`src/rtl/mac_agu_pkg.sv`:
```
package mac_agu_pkg;

    // Pointer post-modification codes shared by both pointer families
    typedef enum logic [2:0] {
        PM_HOLD = 3'd0,
        PM_INC  = 3'd1,
        PM_DEC  = 3'd2,
        PM_ADDQ = 3'd3,
        PM_SUBQ = 3'd4
    } pmode_e;

    // Decoded parallel-move status for one issue cycle
    typedef struct packed {
        logic mv_req;
        logic wb_vld;
        logic bad_mode;
    } mv_dec_t;

    // True when the code actually modifies the pointer
    function automatic logic pm_modifies(input logic [2:0] m);
        return (m == PM_INC) || (m == PM_DEC) || (m == PM_ADDQ) || (m == PM_SUBQ);
    endfunction

endpackage

```
`src/rtl/mac_ptr_step.sv`:
```
module mac_ptr_step
    import mac_agu_pkg::*;
#(
    parameter int AW = 16
) (
    input  logic [AW-1:0] base_i,
    input  logic [2:0]    mode_i,
    input  logic [AW-1:0] ofs_i,
    output logic [AW-1:0] next_o,
    output logic [AW-1:0] inv_o
);

    localparam logic [AW-1:0] STEP = AW'(2);

    // Forward step for the pointer and its inverse for the write-back
    always_comb begin
        next_o = base_i;
        inv_o  = base_i;
        case (mode_i)
            PM_INC: begin
                next_o = base_i + STEP;
                inv_o  = base_i - STEP;
            end
            PM_DEC: begin
                next_o = base_i - STEP;
                inv_o  = base_i + STEP;
            end
            PM_ADDQ: begin
                next_o = base_i + ofs_i;
                inv_o  = base_i - ofs_i;
            end
            PM_SUBQ: begin
                next_o = base_i - ofs_i;
                inv_o  = base_i + ofs_i;
            end
            default: begin
                next_o = base_i;
                inv_o  = base_i;
            end
        endcase
    end

endmodule

```
`src/rtl/mac_reg_bank.sv`:
```
module mac_reg_bank #(
    parameter int AW = 16,
    parameter int N  = 2,
    localparam int SW = (N > 1) ? $clog2(N) : 1
) (
    input  logic            clk,
    input  logic            rst,
    input  logic            we_i,
    input  logic [SW-1:0]   wsel_i,
    input  logic [AW-1:0]   wdata_i,
    input  logic [SW-1:0]   rsel_i,
    output logic [AW-1:0]   rdata_o,
    output logic [N*AW-1:0] all_o
);

    // One register per entry, each with its own next-value process
    for (genvar g = 0; g < N; g++) begin : g_ent
        logic [AW-1:0] val_d;
        logic [AW-1:0] val_q;

        always_comb begin
            val_d = val_q;
            if (we_i && (wsel_i == SW'(g))) begin
                val_d = wdata_i;
            end
        end

        always_ff @(posedge clk) begin
            if (rst) begin
                val_q <= '0;
            end else begin
                val_q <= val_d;
            end
        end

        assign all_o[g*AW +: AW] = val_q;
    end

    assign rdata_o = all_o[int'(rsel_i)*AW +: AW];

endmodule

```
`src/rtl/mac_opaddr_gen.sv`:
```
module mac_opaddr_gen
    import mac_agu_pkg::*;
#(
    parameter int AW   = 16,
    parameter int NIDX = 2,
    parameter int NGPR = 16,
    parameter int NOFS = 2
) (
    input  logic                      clk,
    input  logic                      rst,
    input  logic                      issue_i,
    input  logic                      move_cls_i,
    input  logic                      dbl_ind_i,
    input  logic [$clog2(NIDX)-1:0]   idx_sel_i,
    input  logic [2:0]                idx_mode_i,
    input  logic [$clog2(NOFS)-1:0]   idx_ofs_sel_i,
    input  logic [$clog2(NGPR)-1:0]   gpr_sel_i,
    input  logic [2:0]                gpr_mode_i,
    input  logic [$clog2(NOFS)-1:0]   gpr_ofs_sel_i,
    input  logic                      ofs_we_i,
    input  logic                      ofs_bank_i,
    input  logic [$clog2(NOFS)-1:0]   ofs_idx_i,
    input  logic [AW-1:0]             ofs_wdata_i,
    output logic [AW-1:0]             idx_addr_o,
    output logic [AW-1:0]             gpr_addr_o,
    output logic [AW-1:0]             wb_addr_o,
    output logic                      wb_valid_o,
    output logic                      illegal_o,
    output logic [NIDX*AW-1:0]        idx_ptr_o,
    output logic [NGPR*AW-1:0]        gpr_ptr_o
);

    localparam logic [AW-1:0] ALIGN_MASK = {{(AW-1){1'b1}}, 1'b0};

    logic [AW-1:0] idx_base;
    logic [AW-1:0] gpr_base;
    logic [AW-1:0] qx_val;
    logic [AW-1:0] qr_val;
    logic [AW-1:0] idx_next;
    logic [AW-1:0] idx_inv;
    logic [AW-1:0] gpr_next;
    logic [AW-1:0] gpr_inv_unused_sink;
    logic [NOFS*AW-1:0] qx_all;
    logic [NOFS*AW-1:0] qr_all;
    mv_dec_t mv;

    // Offset registers, one bank per pointer family
    mac_reg_bank #(.AW(AW), .N(NOFS)) u_qx (
        .clk     (clk),
        .rst     (rst),
        .we_i    (ofs_we_i && !ofs_bank_i),
        .wsel_i  (ofs_idx_i),
        .wdata_i (ofs_wdata_i),
        .rsel_i  (idx_ofs_sel_i),
        .rdata_o (qx_val),
        .all_o   (qx_all)
    );

    mac_reg_bank #(.AW(AW), .N(NOFS)) u_qr (
        .clk     (clk),
        .rst     (rst),
        .we_i    (ofs_we_i && ofs_bank_i),
        .wsel_i  (ofs_idx_i),
        .wdata_i (ofs_wdata_i),
        .rsel_i  (gpr_ofs_sel_i),
        .rdata_o (qr_val),
        .all_o   (qr_all)
    );

    // Pointer registers, updated on every issue with the stepped value
    mac_reg_bank #(.AW(AW), .N(NIDX)) u_idx (
        .clk     (clk),
        .rst     (rst),
        .we_i    (issue_i),
        .wsel_i  (idx_sel_i),
        .wdata_i (idx_next),
        .rsel_i  (idx_sel_i),
        .rdata_o (idx_base),
        .all_o   (idx_ptr_o)
    );

    mac_reg_bank #(.AW(AW), .N(NGPR)) u_gpr (
        .clk     (clk),
        .rst     (rst),
        .we_i    (issue_i),
        .wsel_i  (gpr_sel_i),
        .wdata_i (gpr_next),
        .rsel_i  (gpr_sel_i),
        .rdata_o (gpr_base),
        .all_o   (gpr_ptr_o)
    );

    // Step units
    mac_ptr_step #(.AW(AW)) u_idx_step (
        .base_i (idx_base),
        .mode_i (idx_mode_i),
        .ofs_i  (qx_val),
        .next_o (idx_next),
        .inv_o  (idx_inv)
    );

    mac_ptr_step #(.AW(AW)) u_gpr_step (
        .base_i (gpr_base),
        .mode_i (gpr_mode_i),
        .ofs_i  (qr_val),
        .next_o (gpr_next),
        .inv_o  (gpr_inv_unused_sink)
    );

    // Parallel-move decode
    always_comb begin
        mv.mv_req   = issue_i && move_cls_i && dbl_ind_i;
        mv.wb_vld   = mv.mv_req && pm_modifies(idx_mode_i);
        mv.bad_mode = mv.mv_req && !pm_modifies(idx_mode_i);
    end

    assign idx_addr_o = idx_base & ALIGN_MASK;
    assign gpr_addr_o = gpr_base & ALIGN_MASK;
    assign wb_addr_o  = idx_inv & ALIGN_MASK;
    assign wb_valid_o = mv.wb_vld;
    assign illegal_o  = mv.bad_mode;

    // Full offset banks and the general inverse are not needed at the edge
    logic unused_ok;
    assign unused_ok = ^{qx_all, qr_all, gpr_inv_unused_sink};

endmodule

```
`config.mk`:
```
export PLATFORM = sky130hd
export DESIGN_NAME = mac_opaddr_gen
export DESIGN_NICKNAME = d
export VERILOG_FILES = /design/src/rtl/mac_agu_pkg.sv /design/src/rtl/mac_ptr_step.sv /design/src/rtl/mac_reg_bank.sv /design/src/rtl/mac_opaddr_gen.sv
export SDC_FILE = /design/constraint.sdc
export NUM_CORES = 1
export LEC_CHECK = 0
export BUFFER_PORTS_ARGS = -buffer_cell sky130_fd_sc_hd__buf_2
export CAP_MARGIN = 20
export CELL_PAD_IN_SITES_DETAIL_PLACEMENT = 1
export CELL_PAD_IN_SITES_GLOBAL_PLACEMENT = 2
export CORE_ASPECT_RATIO = 0.5
export CORE_UTILIZATION = 30
export DETAILED_ROUTE_END_ITERATION = 10
export GPL_TIMING_DRIVEN = 0
export PLACE_DENSITY_LB_ADDON = 0.2
export SLEW_MARGIN = 20
export SYNTH_ARGS = -nofsm -noshare
export SYNTH_HDL_FRONTEND = slang
export SYNTH_SLANG_ARGS = --single-unit
```
`constraint.sdc`:
```
create_clock -name clk -period 5.5 [get_ports clk]
set_input_delay 0.275 -clock clk [delete_from_list [all_inputs] [get_ports clk]]
set_output_delay 0.275 -clock clk [all_outputs]
set_load 0.02 [all_outputs]
```
==> results.yml, run 1 <==
placement:
  io_buffers: 366
  placed_cell_area_um2: 23400
  place.detailed.hpwl_um: 77500
  gp_congestion: 0.924
  dp_slack_ns: -1.57
logic_synthesis:
  synth_cell_types: 89
  yosysTopAreaCellShare_pct: 34.5
  syn-cell-area_um2: 20400
  synthArstFlopShare_pct: 0
  synthTopCellsByArea: "dfxtp_1 (34%), a211oi_1 (8.5%), mux4_2 (7.9%), nor2_1 (7.8%), nand2_1 (4.2%)"
  synth_ff_type: "dfxtp_1"
  syn_area_per_cell_um2: 8.40
  yosys_warnings: 0
  synth-seq-cells: 352
  yosys.area.top_type: "dfxtp_1"
  ys_seq_area_share_pct: 34.5
  syn_inst: 2434
  synth_enable_flop_cells: 0
floorplanning:
  design.core.area_um2: 67100
  die_y_um: 187
  die_area_um2: 69200
  fp-row-count: 67
  die_w_um: 371
  initial_core_util_pct: 30.4
  num_io_pins: 375
clock_network:
  cts_root_buf: "clkbuf_16"
  clock-sinks: 352
  cts_buffer_depth: 3
  cts_made_buffers: 36
  path_clk_slew_ns: 0.06
  htree_levels: 2
  clk_latency_ns: 0.57
  cts_tree: "done"
sta:
  maxSlewViolCount: 0
  finClkSkew_ns: 0.0365
  rsz0062_at_grt: "no"
  fin_ws_ns: 0.291
  slew_headroom_pct: 26.4
  max_freq_mhz: 192
  setup_viol: 0
  hold-worst-slack_ns: 0.0178
  min_period_ns: 5.21
  finalCritPeriodShare_pct: 94.7
  hold_viol: 0
  worst_slew_pin_slew_ns: 1.10
worst_setup_path:
  critPathKind: "in -> out"
  cp.required_ns: 5.22
  end_kind: "output pin"
  arrival_ns: 4.93
  r2r_start: "u_gpr.g_ent[7].val_q[2]"
  rr_endpoint: "u_gpr.g_ent[11].val_q[14]"
  r2r_slack_ns: 0.90
  cp_max_fo: 10
  reg2reg_depth: 13
  startpoint_type: "input port"
layout:
  final_common_cell: "nor2_1"
  drive_gt1_share_pct: 21.9
  final_cell_mix: "nor2_1 (423), buf_2 (403), dfxtp_1 (352)"
  area_growth_pct: 21.2
  nets: 2948
  fin_area_um2: 24800
  multi_input_area_um2: 12400
  nFillCells: 8126
  seq_area_um2: 7050
  n_antenna_cell: 0
worst_hold_path:
  hold_path_end: "u_qx.g_ent[1].val_q[2]"
  whs_path_depth: 3
  min_from: "ofs_wdata_i[2]"
  hold_class: "in -> reg"
grt:
  track_usage_pct: 27.8
  grt_pass1_vias: 21000
  grt_remaining_overflow: 0
  antenna_found_initial: 2
  grt_max_degree: 20
  grt_pass1_wl_um: 144000
job:
  drv_cap: 0
route:
  dr.pass1.iters: 5
  drtAntennaViolNets: 0
  vias: 21200
  avgViaCountPerCell: 5.61
  wl_per_cell_um: 26.3
  drtIter0Drc: 1492
  drcViolationCount: 0
  routed_wl_um: 99100
outcome:
  status: "completed"
power_and_ir_drop:
  power_density_nw_per_um2: 275
  p_leak_nw: 9.95
  irDropWorstVdd_mv: 0.188
-- worst max-delay path by stage --
stage | from | slack (ns) | endpoint
3_3_place_gp | gpr_ofs_sel_i | -1.59 | u_gpr.g_ent[6].val_q[13]
3_5_place_dp | gpr_ofs_sel_i | -1.57 | u_gpr.g_ent[7].val_q[13]
2_1_floorplan | gpr_ofs_sel_i | 0.24 | u_gpr.g_ent[5].val_q[14]
4_1_cts | gpr_ofs_sel_i | 0.007 | u_gpr.g_ent[11].val_q[14]
5_1_grt | idx_sel_i | 0.03 | wb_addr_o[14]
6_report | idx_sel_i | 0.29 | wb_addr_o[13]
-- critical path, cell delays in order --
cell	delay (ns)
buf_2	0.14
buf_4	0.18
buf_2	0.27
buf_2	0.31
mux2i_2	0.45
inv_1	0.31
ha_1	0.36
clkbuf_1	0.27
nor2b_1	0.09
o21bai_1	0.29
nor3_1	0.08
o32ai_1	0.57
o21a_1	0.34
o21ai_0	0.15
xnor2_1	0.18
a221oi_1	0.28
o21ai_0	0.16
buf_2	0.20
-- synthesized netlist by cell type (6+ instances only) --
cell type and number:
xnor2_1 39, a21oi_1 164, o21ai_2 10, o21ai_0 92
a22oi_1 12, nor3b_1 9, mux4_2 72, o32ai_1 19
nor4_1 8, o22ai_1 18, xor2_1 10, nor2b_1 12
mux4_1 7, mux2_2 11, a31oi_1 7, nor3_1 83
or2_2 10, o21a_1 11, a221o_1 15, or4_1 6
o211ai_1 18, or3_1 7, o221ai_1 11, clkbuf_1 140
buf_2 31, nor2_1 423, nand2_1 229, mux2i_1 49
ha_1 61, buf_4 13, nand2b_1 13, nand3_1 24
nand3b_1 19, dfxtp_1 352, nor2_2 6, o21bai_1 14
inv_1 55, a211oi_1 232, a21o_1 19
-- report_power, final --
| group | total [W] | switching, W | internal, W |
|---|---|---|---|
| clock network | 0.00257 | 0.00114 | 0.00143 |
| logic | 0.00153 | 0.00104 | 0.000485 |
| registers | 0.00270 | 0.0000825 | 0.00262 |
| total | 0.00680 | 0.00226 | 0.00454 |
-- through the flow --
step,power [W],utilization [%],setup TNS (ns),cells
6_report,0.00680,36.9,0,3770
4_1_cts,0.00680,36.8,0,3768
3_5_place_dp,0.00424,34.9,-146.72,3704
3_3_place_gp,0.00422,34.8,-171.00,3699
5_1_grt,0.00705,36.9,0,3770
2_1_floorplan,0.00368,-,0,2436
-- area by class of cell --
type	instances	share of cell area [%]
clock inverter	14	0.753
clock buffer	51	4.19
sequential	352	28.5
multi-input combinational	1834	50.0
timing repair buffer	376	7.74
tap	897	4.53
inverter	57	0.864
buffer	189	3.43
-- flip-flops by register name, summed over array words and instances (netlist names) --
name               count
u_qx.g_ent.val_q      32
u_idx.g_ent.val_q     32
u_gpr.g_ent.val_q    256
u_qr.g_ent.val_q      32
-- what timing repair did --
action                                  4_1_cts  5_1_grt
buffers inserted                              0        4
pin swaps                                     0        2
hold buffers                                  1        0
endpoints found under the hold margin         2        0
gates resized for setup                       5        9
cloned                                        0        0
endpoints found under the setup margin      135       78
-- layer usage --
| metal | vias up | GRT usage (%) | share of wire (%) |
|---|---|---|---|
| met5 | - | 0 | 0 |
| met4 | 0 | 7.34 | 2.9 |
| met3 | 147 | 3.26 | 5.1 |
| met2 | 623 | 46.8 | 48 |
| met1 | 10700 | 37.5 | 44 |
| li1 | 9728 | - | - |
-- kinds of logic (layout without fill, tap and decap cells) --
kind of cell / Yosys count / in the layout / synth area share, %
and+or+nand+nor: 877 / 877 / 18.6
AOI/OAI and AO/OA: 699 / 699 / 23.4
DFF: 352 / 352 / 34.5
buffers and inverters: 250 / 687 / 5.25
muxes: 140 / 140 / 11.9
adders and majority gates: 65 / 65 / 4.13
xor gates and xnor gates: 50 / 50 / 2.18
other: 1 / 3 / 0.0183
Power figures use the tool's default switching activity.
==> run 2: changes to the inputs <==
--- a/config.mk
+++ b/config.mk
@@ -10,11 +10,12 @@
 export CELL_PAD_IN_SITES_DETAIL_PLACEMENT = 1
 export CELL_PAD_IN_SITES_GLOBAL_PLACEMENT = 2
 export CORE_ASPECT_RATIO = 0.5
-export CORE_UTILIZATION = 30
+export CORE_UTILIZATION = 31
 export DETAILED_ROUTE_END_ITERATION = 10
 export GPL_TIMING_DRIVEN = 0
 export PLACE_DENSITY_LB_ADDON = 0.2
 export SLEW_MARGIN = 20
 export SYNTH_ARGS = -nofsm -noshare
 export SYNTH_HDL_FRONTEND = slang
+export SYNTH_HIERARCHICAL = 1
 export SYNTH_SLANG_ARGS = --single-unit
==> run 2 against run 1 <==
- synthesized cell count up 16%
- critical path depth unchanged
- flip-flop and latch count unchanged
- maximum frequency is 5.1% lower
- utilization rose by 0.76 points
- setup slack worse by 0.28 ns
- sequential share of layout area decreased by 3.0 points
- largest cell class unchanged
==> results.yml, run 2 <==
power_and_ir_drop:
  p_int_w: 0.00478
  p_clk_share_pct: 40.6
  power_frac_seq_pct: 36.8
  p_leak_nw: 11.3
  power_w: 0.00715
  power_density_nw_per_um2: 258
  power.switching_w: 0.00237
  comb_power_share_pct: 22.5
  irDropWorstVdd_mv: 0.161
  swShare_pct: 33.1
layout:
  nets: 3352
  nFillCells: 8947
  final_common_cell: "buf_2"
  largest_reg_flops: 256
  area_growth_pct: 19.3
  n_antenna_cell: 0
  largest-register: "u_gpr/g_ent.val_q"
  final_cell_mix: "buf_2 (440), dfxtp_1 (352), a21oi_1 (344)"
  drive_gt1_share_pct: 22.1
worst_setup_path:
  r2r_start: "u_gpr/g_ent[10].val_q[9]"
  rr_endpoint: "u_gpr/g_ent[11].val_q[13]"
  startpoint_type: "input port"
  cp.required_ns: 5.98
  reg2reg_depth: 15
  end_kind: "register"
  critPathKind: "in -> reg"
  arrival_ns: 5.96
  setup.worst_path.start: "gpr_sel_i[1]"
  cp_max_fo: 10
  r2r_slack_ns: 0.08
logic_synthesis:
  syn_inst: 2835
  syn-cell-area_um2: 23200
  yosys_warnings: 6
  syn_area_per_cell_um2: 8.19
sta:
  hold_viol: 0
  worst_slew_pin_slew_ns: 1.14
  fin_ws_ns: 0.0130
  maxSlewViolCount: 0
  finClkSkew_ns: 0.0204
  rsz0062_at_grt: "no"
  min_period_ns: 5.49
  finalCritPeriodShare_pct: 99.8
  setup_viol: 0
  slew_headroom_pct: 24.3
  max_freq_mhz: 182
route:
  drcViolationCount: 0
  drtAntennaViolNets: 0
  avgViaCountPerCell: 5.79
  vias: 24600
  dr.pass1.iters: 6
  drtIter0Drc: 1892
  routed_wl_um: 116000
  wl_per_cell_um: 27.2
outcome:
  status: "completed"
placement:
  io_buffers: 366
  place.detailed.hpwl_um: 87800
  gp_congestion: 0.953
  dp_slack_ns: -1.04
clock_network:
  cts_tree: "done"
  cts_made_buffers: 39
  hold_buffers: 0
  clk_latency_ns: 0.57
  cts_root_buf: "clkbuf_16"
  clock-sinks: 352
  path_clk_slew_ns: 0.07
  cts_buffer_depth: 3
  htree_levels: 2
job:
  drv_cap: 0
grt:
  grt_pass1_vias: 24600
  grt_pass1_wl_um: 168000
  track_usage_pct: 29.2
  grt_max_degree: 15
  grt_remaining_overflow: 0
  antenna_found_initial: 0
floorplanning:
  num_io_pins: 375
  initial_core_util_pct: 31.6
  die_w_um: 389
  fp-row-count: 70
  die_y_um: 196
  design.core.area_um2: 73600
  die_area_um2: 76100
worst_hold_path:
  hold_class: "in -> reg"
  min_from: "ofs_wdata_i[15]"
  hold_path_end: "u_qx/g_ent[1].val_q[15]"
  whs_path_depth: 3
[run 2: timing repair]
item                       CTS  global route
gates resized for setup     11            18
buffers inserted             0             2
pin swaps                    0             1
setup endpoints to repair   93           120
[run 2: power by group through the flow]
stage / Combinational (W) / Sequential (W) / Clock [W]
3_3_place_gp: 0.00156 / 0.00269 / 0
3_5_place_dp: 0.00157 / 0.00269 / 0
6_report: 0.00161 / 0.00263 / 0.00290
2_1_floorplan: 0.000969 / 0.00271 / 0
5_1_grt: 0.00170 / 0.00264 / 0.00307
4_1_cts: 0.00158 / 0.00263 / 0.00296
[run 2: routing by layer]
| metal | routed length [µm] | GRT usage, % | vias up |
|---|---|---|---|
| met4 | 4500 | 11.0 | 0 |
| met3 | 6300 | 4.09 | 182 |
| li1 | - | - | 11200 |
| met5 | 0 | 0 | - |
| met1 | 49900 | 37.7 | 12500 |
| met2 | 54900 | 49.5 | 792 |
[run 2: metrics by stage]
stage	hold slack [ns]	setup TNS, ns	utilization [%]	cells	cell area [µm²]
after global routing	0.0368	0	37.6	4246	27700
after global placement	0.456	-90.73	35.7	4175	26300
after detailed placement	0.461	-93.34	35.7	4175	26300
final	0.0361	0	37.6	4246	27700
after CTS	0.0115	0	37.6	4245	27700
after floorplan	0.445	0	-	2837	23200
[run 2: final cells by class]
class,instances,area [µm²],area share (%)
buffer,333,1700,6.14
timing repair buffer,368,1850,6.67
clock buffer,51,1090,3.94
clock inverter,19,272,0.980
sequential,352,7050,25.4
tap,972,1220,4.39
multi-input combinational,2082,14300,51.5
inverter,69,259,0.935
[run 2: worst max-delay path: stages]
cell,delay [ns]
buf_6,0.16
buf_6,0.21
buf_2,0.40
mux4_2,0.44
a22oi_2,0.47
nand2_1,0.41
ha_1,0.42
clkbuf_1,0.23
nor3_1,0.48
nor4b_2,0.47
a2111o_1,0.25
and2_1,0.13
a211oi_1,0.07
o21bai_1,0.24
clkbuf_1,0.50
clkbuf_2,0.48
nand3_1,0.13
a21oi_1,0.16
[run 2: worst max path at each step]
stage,slack [ns],end
finish,0.01,u_gpr/g_ent[11].val_q[13]
detailed placement,-1.04,u_gpr/g_ent[9].val_q[11]
global route,0.02,u_gpr/g_ent[10].val_q[5]
floorplan,1.23,u_gpr/g_ent[0].val_q[15]
CTS,0.01,u_gpr/g_ent[11].val_q[13]
global placement,-1.07,u_gpr/g_ent[8].val_q[11]
==> run 3: changes to the inputs <==
--- a/config.mk
+++ b/config.mk
@@ -10,7 +10,7 @@
 export CELL_PAD_IN_SITES_DETAIL_PLACEMENT = 1
 export CELL_PAD_IN_SITES_GLOBAL_PLACEMENT = 2
 export CORE_ASPECT_RATIO = 0.5
-export CORE_UTILIZATION = 31
+export CORE_UTILIZATION = 34
 export DETAILED_ROUTE_END_ITERATION = 10
 export GPL_TIMING_DRIVEN = 0
 export PLACE_DENSITY_LB_ADDON = 0.2
==> constraint.sdc (replaced) <==
create_clock -name clk -period 5.1 [get_ports clk]
set_input_delay 0.255 -clock clk [delete_from_list [all_inputs] [get_ports clk]]
set_output_delay 0.255 -clock clk [all_outputs]
set_load 0.02 [all_outputs]
==> run 3 against run 2 <==
- sequential power increased by 8.0%
- wire length decreased by 2.5%
- largest cell class unchanged
- setup slack improved by 0.094 ns
- largest power group unchanged
- flip-flop and latch count unchanged
- critical path depth increased by 1
- combinational power increased by 8%
- utilization increased by 3.4 points
- clock skew increased by 0.0065 ns
- clock power increased by 7%
- critical path type unchanged
==> results.yml, run 3 (same netlist as run 2, synthesis figures left out) <==
worst_setup_path:
  startpoint_type: "input port"
  critPathBufInv: 6
  cp.required_ns: 5.59
  critPathKind: "in -> reg"
  cp_slowest_cell: "mux4_1"
  cp_slowest_stage_delay_ns: 0.51
  cpLargestDelayFamily: "buffers and inverters"
  end_kind: "register"
  cp_max_fo: 10
  cp_cell_sequence: "buf_6 -> buf_6 -> buf_2 -> mux4_1 -> a22oi_1 -> nand2_1 -> ha_1 -> clkbuf_1 -> nor3_1 -> o21ai_0 -> nand3_1 -> a2111o_1 -> a21oi_1 -> a211oi_1 -> o21bai_1 -> clkbuf_2 -> clkbuf_2 -> nand3_1 -> a21oi_1"
  arrival_ns: 5.48
clock_network:
  cts_root_buf: "clkbuf_16"
  clock-sinks: 352
  htree_levels: 2
  cts_buffer_depth: 3
  hold_buffers: 0
  cts_made_buffers: 38
  clk_latency_ns: 0.56
  path_clk_slew_ns: 0.07
  cts_tree: "done"
layout:
  largest_reg_flops: 256
  nets: 3350
  largest-register: "u_gpr/g_ent.val_q"
  fin_cells: 4171
  final_cell_mix: "buf_2 (439), dfxtp_1 (352), a21oi_1 (344)"
  drive_gt1_share_pct: 22.3
  area_growth_pct: 18.9
  nFillCells: 8234
  final_common_cell: "buf_2"
  final_core_util_pct: 41.1
grt:
  antenna_found_initial: 1
  grt_pass1_wl_um: 165000
  track_usage_pct: 31.2
  grt-busiest-layer: "met2"
  use_met2_pct: 51.6
  grt_max_degree: 14
  use_met3_pct: 4.19
  grt_remaining_overflow: 0
  grtUsageMet1_pct: 41.0
  grt_pass1_vias: 24700
sta:
  finClkSkew_ns: 0.0269
  max_freq_mhz: 200
  rsz0062_at_grt: "no"
  hold_viol: 0
  finalCritPeriodShare_pct: 97.9
  setup_viol: 0
  min_period_ns: 4.99
  slew_headroom_pct: 26.2
  maxSlewViolCount: 0
  tns_ns: 0
  worst_slew_pin_slew_ns: 1.11
floorplanning:
  initial_core_util_pct: 34.5
  num_io_pins: 375
  fp-row-count: 67
  die_w_um: 372
  design.core.area_um2: 67200
  die_y_um: 187
  die_area_um2: 69400
route:
  wl_per_cell_um: 27.0
  drtIter0Drc: 2417
  dr.pass1.iters: 6
  vias: 25000
  routed_wl_um: 113000
  drtAntennaViolNets: 0
  avgViaCountPerCell: 5.98
  drcViolationCount: 0
power_and_ir_drop:
  p_leak_nw: 11.3
  irDropWorstVdd_mv: 0.198
  power_density_nw_per_um2: 278
worst_hold_path:
  hold_class: "in -> reg"
job:
  drv_cap: 0
outcome:
  status: "completed"
placement:
  io_buffers: 366
  gp_congestion: 0.948
  place.detailed.hpwl_um: 85300
  dpl.cell_count: 4100
-- run 3: changes by cell type in the layout (fill, tap and decap cells not counted), moves of 3 or more --
cell,delta
clkbuf_1,-5
clkbuf_2,+6
clkbuf_4,+3
clkbuf_8,+3
clkinv_2,-3
-- run 3: area by class of cell --
| type | count | area [µm²] | area share (%) |
|---|---|---|---|
| multi-input combinational | 2082 | 14300 | 51.7 |
| sequential | 352 | 7050 | 25.5 |
| timing repair buffer | 367 | 1840 | 6.66 |
| buffer | 333 | 1710 | 6.20 |
| clock buffer | 56 | 1140 | 4.13 |
| tap | 897 | 1120 | 4.07 |
| inverter | 69 | 259 | 0.938 |
| clock inverter | 13 | 209 | 0.757 |
| antenna | 2 | 5.00 | 0.0181 |
-- run 3: worst paths after layout --
kind,from,endpoint,slack (ns),cells past startpoint
min reg2reg,u_qx/g_ent[1].val_q[14],u_qx/g_ent[1].val_q[14],0.47,2
max,gpr_sel_i[1],u_gpr/g_ent[5].val_q[13],0.11,19
min,ofs_wdata_i[2],u_qx/g_ent[1].val_q[2],0.02,3
max reg2reg,u_gpr/g_ent[5].val_q[4],u_gpr/g_ent[5].val_q[13],0.13,16
-- run 3: worst register-to-register path, cell delays in order (launching register included) --
cell      delay, ns
dfxtp_1        0.34
mux4_1         0.67
a22oi_1        0.29
nand2_1        0.40
ha_1           0.47
clkbuf_1       0.29
nor3_1         0.09
o21ai_0        0.17
nand3_1        0.24
a2111o_1       0.44
a21oi_1        0.15
a211oi_1       0.08
o21bai_1       0.20
clkbuf_2       0.30
clkbuf_2       0.46
nand3_1        0.16
a21oi_1        0.16
-- run 3: stage by stage --
stage          setup WS [ns]  power (W)  hold slack, ns  instance area, µm²
2_1_floorplan          0.851    0.00397           0.431               23200
3_5_place_dp           -1.11    0.00458           0.467               26200
5_1_grt              0.00474    0.00791          0.0134               27600
3_3_place_gp           -1.11    0.00457           0.456               26200
4_1_cts               0.0112    0.00767         0.00249               27600
6_report               0.107    0.00767          0.0240               27600
-- run 3: power by group --
part / switching [W] / total, W / internal [W]
Clock: 0.00128 / 0.00309 / 0.00181
Sequential: 0.0000433 / 0.00284 / 0.00280
Combinational: 0.00120 / 0.00174 / 0.000535
-- run 3: routing by layer --
metal	up-vias	share of wire [%]
met2	971	47
met4	0	4.3
met3	235	6.4
met1	12600	42
li1	11100	-
met5	-	0
-- run 3: timing repair --
action	CTS	global route
pin swaps	1	0
setup endpoints to repair	111	118
setup buffers	1	0
resized for setup	17	33
